[src/rtl/gpio_pkg.sv]
package gpio_pkg;
  // Port register stride and interrupt-block offsets (byte addresses)
  localparam int unsigned PORT_STRIDE = 'h0C;
  localparam int unsigned OFS_DIR     = 'h04;
  localparam int unsigned OFS_IEN     = 'h30;
  localparam int unsigned OFS_IMSK    = 'h34;
  localparam int unsigned OFS_ITYP    = 'h38;
  localparam int unsigned OFS_IPOL    = 'h3C;
  localparam int unsigned OFS_ISTAT   = 'h40;
  localparam int unsigned OFS_DBEN    = 'h48;
  localparam int unsigned OFS_EOI     = 'h4C;
  localparam int unsigned OFS_EXT     = 'h50;
  localparam int unsigned EXT_STRIDE  = 'h04;
  localparam int unsigned BUS_W       = 32;
endpackage

[src/rtl/gpio_sync.sv]
module gpio_sync #(
  parameter int W = 32
) (
  input  logic         clk,
  input  logic         rst,
  input  logic [W-1:0] d,
  output logic [W-1:0] q
);
  logic [W-1:0] stage1;

  always_ff @(posedge clk) begin
    if (rst) begin
      stage1 <= '0;
      q      <= '0;
    end else begin
      stage1 <= d;
      q      <= stage1;
    end
  end
endmodule

[src/rtl/gpio_debounce.sv]
module gpio_debounce #(
  parameter int W        = 32,
  parameter int TICK_DIV = 1000,
  parameter int DB_LEN   = 4
) (
  input  logic         clk,
  input  logic         rst,
  input  logic [W-1:0] din,
  output logic [W-1:0] dout
);
  localparam int TW = (TICK_DIV > 1) ? $clog2(TICK_DIV) : 1;
  localparam int CW = (DB_LEN > 1) ? $clog2(DB_LEN) : 1;

  logic [TW-1:0] tcnt;
  logic          tick;

  assign tick = (tcnt == TW'(TICK_DIV - 1));

  always_ff @(posedge clk) begin
    if (rst || tick) tcnt <= '0;
    else             tcnt <= tcnt + 1'b1;
  end

  for (genvar i = 0; i < W; i++) begin : g_pin
    logic [CW-1:0] run;
    always_ff @(posedge clk) begin
      if (rst) begin
        run     <= '0;
        dout[i] <= 1'b0;
      end else if (din[i] == dout[i]) begin
        run <= '0;
      end else if (tick) begin
        if (run == CW'(DB_LEN - 1)) begin
          dout[i] <= din[i];
          run     <= '0;
        end else begin
          run <= run + 1'b1;
        end
      end
    end
  end

  // the filtered value moves only on a slow tick
  p_filter_on_tick_r10: assert property (@(posedge clk) disable iff (rst)
    (dout != $past(dout)) |-> $past(tick));
endmodule

[src/rtl/gpio_irq_core.sv]
module gpio_irq_core #(
  parameter int W = 32
) (
  input  logic         clk,
  input  logic         rst,
  input  logic [W-1:0] src,
  input  logic [W-1:0] en,
  input  logic [W-1:0] edge_sel,
  input  logic [W-1:0] pol,
  input  logic [W-1:0] mask,
  input  logic         eoi_we,
  input  logic [W-1:0] eoi_bits,
  output logic [W-1:0] status,
  output logic         irq
);
  logic [W-1:0] prev, latch_q, ev_hit, lvl, clr;

  assign ev_hit = en & edge_sel & ((pol & src & ~prev) | (~pol & ~src & prev));
  assign clr    = eoi_we ? eoi_bits : '0;
  assign lvl    = en & ~edge_sel & ~(src ^ pol);
  assign status = ((latch_q & edge_sel) | lvl) & ~mask;

  always_ff @(posedge clk) begin
    if (rst) begin
      prev    <= '0;
      latch_q <= '0;
      irq     <= 1'b0;
    end else begin
      prev    <= src;
      latch_q <= (latch_q & en & edge_sel & ~clr) | ev_hit;
      irq     <= |status;
    end
  end

  p_irq_follows_r9: assert property (@(posedge clk) disable iff (rst)
    1'b1 |=> (irq == $past(|status)));
  p_no_latch_disabled_r12: assert property (@(posedge clk) disable iff (rst)
    1'b1 |=> ((latch_q & ~$past(en)) == '0));
  p_eoi_clears_r8: assert property (@(posedge clk) disable iff (rst)
    eoi_we |=> ((latch_q & $past(eoi_bits) & ~$past(ev_hit)) == '0));
  p_level_unlatched_r6: assert property (@(posedge clk) disable iff (rst)
    1'b1 |=> ((latch_q & ~$past(edge_sel)) == '0));
endmodule

[src/rtl/gpio_bank_ctrl.sv]
module gpio_bank_ctrl
  import gpio_pkg::*;
#(
  parameter int NUM_PORTS = 4,
  parameter int PORT_W    = 32,
  parameter int ADDR_W    = 8,
  parameter int TICK_DIV  = 1000,
  parameter int DB_LEN    = 4
) (
  input  logic                          clk,
  input  logic                          rst,
  input  logic                          psel,
  input  logic                          penable,
  input  logic                          pwrite,
  input  logic [ADDR_W-1:0]             paddr,
  input  logic [31:0]                   pwdata,
  output logic [31:0]                   prdata,
  input  logic [NUM_PORTS*PORT_W-1:0]   pad_in,
  output logic [NUM_PORTS*PORT_W-1:0]   pad_out,
  output logic [NUM_PORTS*PORT_W-1:0]   pad_oe,
  output logic                          irq
);
  localparam int PW = NUM_PORTS * PORT_W;

  logic wr, rd_setup, eoi_we;
  logic [PORT_W-1:0] dout_r [NUM_PORTS];
  logic [PORT_W-1:0] dir_r  [NUM_PORTS];
  logic [PORT_W-1:0] ien, imsk, ityp, ipol, dben;
  logic [PORT_W-1:0] pad_db, src, status;
  logic [PW-1:0]     pad_s;
  logic [BUS_W-1:0]  rdv;

  function automatic logic at(input logic [ADDR_W-1:0] a, input int unsigned ofs);
    return a == ADDR_W'(ofs);
  endfunction

  assign wr       = psel & penable & pwrite;
  assign rd_setup = psel & ~penable;
  assign eoi_we   = wr & at(paddr, OFS_EOI);

  always_ff @(posedge clk) begin
    if (rst) begin
      for (int p = 0; p < NUM_PORTS; p++) begin
        dout_r[p] <= '0;
        dir_r[p]  <= '0;
      end
      ien  <= '0;
      imsk <= '0;
      ityp <= '0;
      ipol <= '0;
      dben <= '0;
    end else if (wr) begin
      for (int p = 0; p < NUM_PORTS; p++) begin
        if (at(paddr, p * PORT_STRIDE))           dout_r[p] <= pwdata[PORT_W-1:0];
        if (at(paddr, p * PORT_STRIDE + OFS_DIR)) dir_r[p]  <= pwdata[PORT_W-1:0];
      end
      if (at(paddr, OFS_IEN))  ien  <= pwdata[PORT_W-1:0];
      if (at(paddr, OFS_IMSK)) imsk <= pwdata[PORT_W-1:0];
      if (at(paddr, OFS_ITYP)) ityp <= pwdata[PORT_W-1:0];
      if (at(paddr, OFS_IPOL)) ipol <= pwdata[PORT_W-1:0];
      if (at(paddr, OFS_DBEN)) dben <= pwdata[PORT_W-1:0];
    end
  end

  for (genvar p = 0; p < NUM_PORTS; p++) begin : g_port
    assign pad_out[p*PORT_W +: PORT_W] = dout_r[p];
    assign pad_oe[p*PORT_W +: PORT_W]  = dir_r[p];
  end

  gpio_sync #(.W(PW)) u_sync (
    .clk (clk), .rst (rst), .d (pad_in), .q (pad_s)
  );

  gpio_debounce #(.W(PORT_W), .TICK_DIV(TICK_DIV), .DB_LEN(DB_LEN)) u_db (
    .clk (clk), .rst (rst), .din (pad_s[PORT_W-1:0]), .dout (pad_db)
  );

  assign src = (dben & pad_db) | (~dben & pad_s[PORT_W-1:0]);

  gpio_irq_core #(.W(PORT_W)) u_irq (
    .clk      (clk),
    .rst      (rst),
    .src      (src),
    .en       (ien),
    .edge_sel (ityp),
    .pol      (ipol),
    .mask     (imsk),
    .eoi_we   (eoi_we),
    .eoi_bits (pwdata[PORT_W-1:0]),
    .status   (status),
    .irq      (irq)
  );

  always_comb begin
    rdv = '0;
    for (int p = 0; p < NUM_PORTS; p++) begin
      if (at(paddr, p * PORT_STRIDE))           rdv = BUS_W'(dout_r[p]);
      if (at(paddr, p * PORT_STRIDE + OFS_DIR)) rdv = BUS_W'(dir_r[p]);
      if (at(paddr, OFS_EXT + p * EXT_STRIDE))  rdv = BUS_W'(pad_s[p*PORT_W +: PORT_W]);
    end
    if (at(paddr, OFS_IEN))   rdv = BUS_W'(ien);
    if (at(paddr, OFS_IMSK))  rdv = BUS_W'(imsk);
    if (at(paddr, OFS_ITYP))  rdv = BUS_W'(ityp);
    if (at(paddr, OFS_IPOL))  rdv = BUS_W'(ipol);
    if (at(paddr, OFS_ISTAT)) rdv = BUS_W'(status);
    if (at(paddr, OFS_DBEN))  rdv = BUS_W'(dben);
  end

  always_ff @(posedge clk) begin
    if (rst)           prdata <= '0;
    else if (rd_setup) prdata <= rdv;
  end

  p_dir_write_r2: assert property (@(posedge clk) disable iff (rst)
    (wr && at(paddr, OFS_DIR)) |=> (pad_oe[PORT_W-1:0] == $past(pwdata[PORT_W-1:0])));
  p_undef_zero_r4: assert property (@(posedge clk) disable iff (rst)
    (rd_setup && at(paddr, 'h44)) |=> (prdata == '0));
endmodule

[config.mk]
export PLATFORM = sky130hd
export DESIGN_NAME = gpio_bank_ctrl
export DESIGN_NICKNAME = d
export VERILOG_FILES = /design/src/rtl/gpio_pkg.sv /design/src/rtl/gpio_sync.sv /design/src/rtl/gpio_debounce.sv /design/src/rtl/gpio_irq_core.sv /design/src/rtl/gpio_bank_ctrl.sv
export SDC_FILE = /design/constraint.sdc
export NUM_CORES = 2
export LEC_CHECK = 0
export BUFFER_PORTS_ARGS = -buffer_cell sky130_fd_sc_hd__buf_2
export CAP_MARGIN = 20
export CELL_PAD_IN_SITES_DETAIL_PLACEMENT = 0
export CELL_PAD_IN_SITES_GLOBAL_PLACEMENT = 1
export CORE_AREA = 5 5 353 355
export CTS_CLUSTER_DIAMETER = 150
export DETAILED_ROUTE_END_ITERATION = 6
export DIE_AREA = 0 0 358 360
export HOLD_SLACK_MARGIN = 0.03
export PLACE_DENSITY = 0.63
export RECOVER_POWER = 25
export SYNTH_ARGS = -nofsm -noshare
export SYNTH_HDL_FRONTEND = slang
export SYNTH_HIERARCHICAL = 1
export SYNTH_SLANG_ARGS = --single-unit
[constraint.sdc]
create_clock -name clk -period 3.7 [get_ports clk]
set_input_delay 0.555 -clock clk [delete_from_list [all_inputs] [get_ports clk]]
set_output_delay 0.555 -clock clk [all_outputs]
set_load 0.05 [all_outputs]
==> results.toml <==
[status]
status = "finished with violations"
failed_checks = "max-capacitance violations, max-slew violations"

[grt]
grt_overflow = 0
grt_max_degree = 144
grt_antenna_before_repair = 34
grt_pass1_wl_um = 245000
grt_pass1_vias = 31400
globalRouteTotalUtil = 0.263

[sta]
hold_violations = 0
fin_worst_skew_ps = 21.8
layout_setup_ws_ps = 411
rsz0062_at_grt = "no"
fmax_mhz = 304
maxSlewHeadroom = -0.524
worst_pin_slew_ps = 2290
finalSetupTns_ps = 0
slew_violations = 253
setup_viol = 0
layout_min_cycle_time_ps = 3290
fin_crit_sh = 0.889

[cts]
cts_max_level = 3
insertion_delay_ps = 690
numCtsBuffers = 95
post_cts_buffers = 0
clk_pin_slew_ps = 60
cts_root_buf = "clkbuf_16"
clockBufferDepth = 3
cts_tree = "done"
clock-sinks = 875
holdBufCountCts = 0
cts_resized = 0

[floorplanning]
die_h_um = 360
top_level_ports = 462
die_area_um2 = 129000
initial_core_util = 0.317
die_width_um = 358
core_region_area_um2 = 121000
num_rows = 128

[critical_path]
path_max_fanout = 32
critPathRequiredTime_ps = 4240
worst_setup_path_end_kind = "flip-flop"
criticalPathCategory = "in2reg"
critPathArrivalTime_ps = 3830
cp-start-kind = "input port"

[place]
dp_hpwl_um = 131000
portBuffers = 461
place.gp.congestion = 0.981
dpl_worst_slack_ps = 298

[logic_synthesis]
synthFlopType = "dfxtp_1"
synth-seq-cells = 875
synthMostInstantiatedCell = "dfxtp_1"
yosysWarningCount = 6
syn_area_um2 = 38400
yosysTopAreaCell = "dfxtp_1"
synth_area_per_cell_um2 = 9.75
synthesis.nets = 4204
ys_types = 84
synthArstFlopShare = 0
synth_area_leaders = "dfxtp_1, edfxtp_1, nand2_1, nor2b_1, and2_1"
synth_common_cells = "dfxtp_1, nand2_1, a21oi_1, nor2b_1, and2_1"
synth_edf_count = 256
seq_area_frac_synth = 0.523
synth_top_area_share = 0.323
postSynthCellCount = 3934

[power_and_ir_drop]
cellPowerDensity_nw_per_um2 = 478
p_int_uw = 16100
net-switching-power_uw = 5790
p_comb_frac = 0.079
p_seq_frac = 0.477
switching_share = 0.264
clkPwrFrac = 0.444
leakage_uw = 0.0168
vdd_drop_max_mv = 0.312

[detailed_routing]
firstDrtPassIters = 7
drtIter0Drc = 3832
vias = 33100
antenna_left = 0
wl_um = 176000
drc = 0
wl_per_cell_um = 29.1
vias_per_cell = 5.48

[min_path]
min_path_type = "in2reg"

[finish]
fillCellCount = 12300
area_growth_pct = 19.5
nets = 4604
drive_gt1_frac = 0.191

[flow_run]
maxCapViolCount = 5
[flip-flops by register name, indices dropped and copies added, names as in the netlist]
| signal | flops |
|---|---|
| dir_r | 128 |
| dout_r | 128 |
| u_sync/q | 128 |
| u_sync/stage1 | 128 |
| u_db/g_pin.run | 64 |
| dben | 32 |
| ien | 32 |
| imsk | 32 |
| ipol | 32 |
| ityp | 32 |
| prdata | 32 |
| u_db/dout | 32 |
| u_irq/latch_q | 32 |
| u_irq/prev | 32 |
| u_db/tcnt | 10 |
| u_irq/irq | 1 |
[path summary, 6_finish.rpt]
check | slack [ps] | start | endpoint | depth (start not counted)
setup reg to reg | 530 | u_sync/q[16]$_SDFF_PP0_ | prdata[16]$_SDFFE_PP0P_ | 9
hold reg to reg | 430 | u_sync/stage1[85]$_SDFF_PP0_ | u_sync/q[85]$_SDFF_PP0_ | 1
hold / removal | 70 | pad_in[68] | u_sync/stage1[68]$_SDFF_PP0_ | 2
setup / recovery | 410 | paddr[3] | dir_r[3][1]$_SDFFCE_PN0P_ | 6
[power by group through the flow]
stage	combinational [uW]	clock, uW	sequential (uW)
6_report	1730	9730	10500
5_1_grt	1800	10300	10500
4_1_cts	1740	9880	10400
3_5_place_dp	1730	0	10700
3_3_place_gp	1720	0	10700
2_1_floorplan	510	0	11000
[layout by cell type (no fill, tap or decap), types with 32 or more instances in the layout]
master,count
a221oi_1,89
edfxtp_1,256
a22oi_1,67
a21oi_1,304
ha_1,97
or3b_1,32
clkbuf_16,98
buf_4,123
o21ai_0,75
nand4_1,54
xor2_1,34
inv_1,67
nand3_1,73
o31ai_1,45
mux2_2,32
clkbuf_1,44
dfxtp_1,619
nor2_1,155
nor2b_1,292
and2_1,243
nand2_1,562
o22ai_1,54
buf_2,440
nor3_1,62
mux2i_1,63
[metrics by stage]
step / hold WS, ps / total power [uW] / util / instances / instance area, um^2
floorplan: 414 / 11500 / - / 3934 / 38400
global placement: 418 / 12400 / 0.353 / 5862 / 42700
detailed placement: 422 / 12400 / 0.353 / 5862 / 42700
CTS: 30.5 / 22100 / 0.379 / 6037 / 45900
global route: 63.8 / 22500 / 0.378 / 6038 / 45800
finish: 71.1 / 21900 / 0.378 / 6047 / 45800
[cells by family after synthesis]
kind of cell | synth area share
buf+inv | 0.0428
flops | 0.523
xor+xnor | 0.00799
fa+ha+maj | 0.0316
mux | 0.0267
simple gates | 0.224
compound gates | 0.143
[layer usage]
metal,GRT usage,vias to the layer above,share of wire
li1,-,14700,-
met1,0.357,16300,0.42
met2,0.399,1673,0.43
met3,0.0568,360,0.089
met4,0.124,12,0.055
met5,0,-,0.00045
[cell type report]
| class | count | area, um^2 | share of cell area |
|---|---|---|---|
| sequential | 875 | 20100 | 0.438 |
| multi-input combinational | 2688 | 16700 | 0.365 |
| timing repair buffer | 606 | 3550 | 0.0776 |
| clock buffer | 142 | 2820 | 0.0616 |
| tap | 1625 | 2030 | 0.0444 |
| clock inverter | 33 | 329 | 0.00718 |
| inverter | 68 | 256 | 0.00560 |
| antenna | 10 | 25.0 | 0.000546 |
[critical path: stages]
cell and delay [ps]:
clkbuf_2 320, nor4b_1 610, nand2_1 650, nor2_2 240, clkbuf_1 1160, and2_1 260
(Power assumes the default switching activity.)
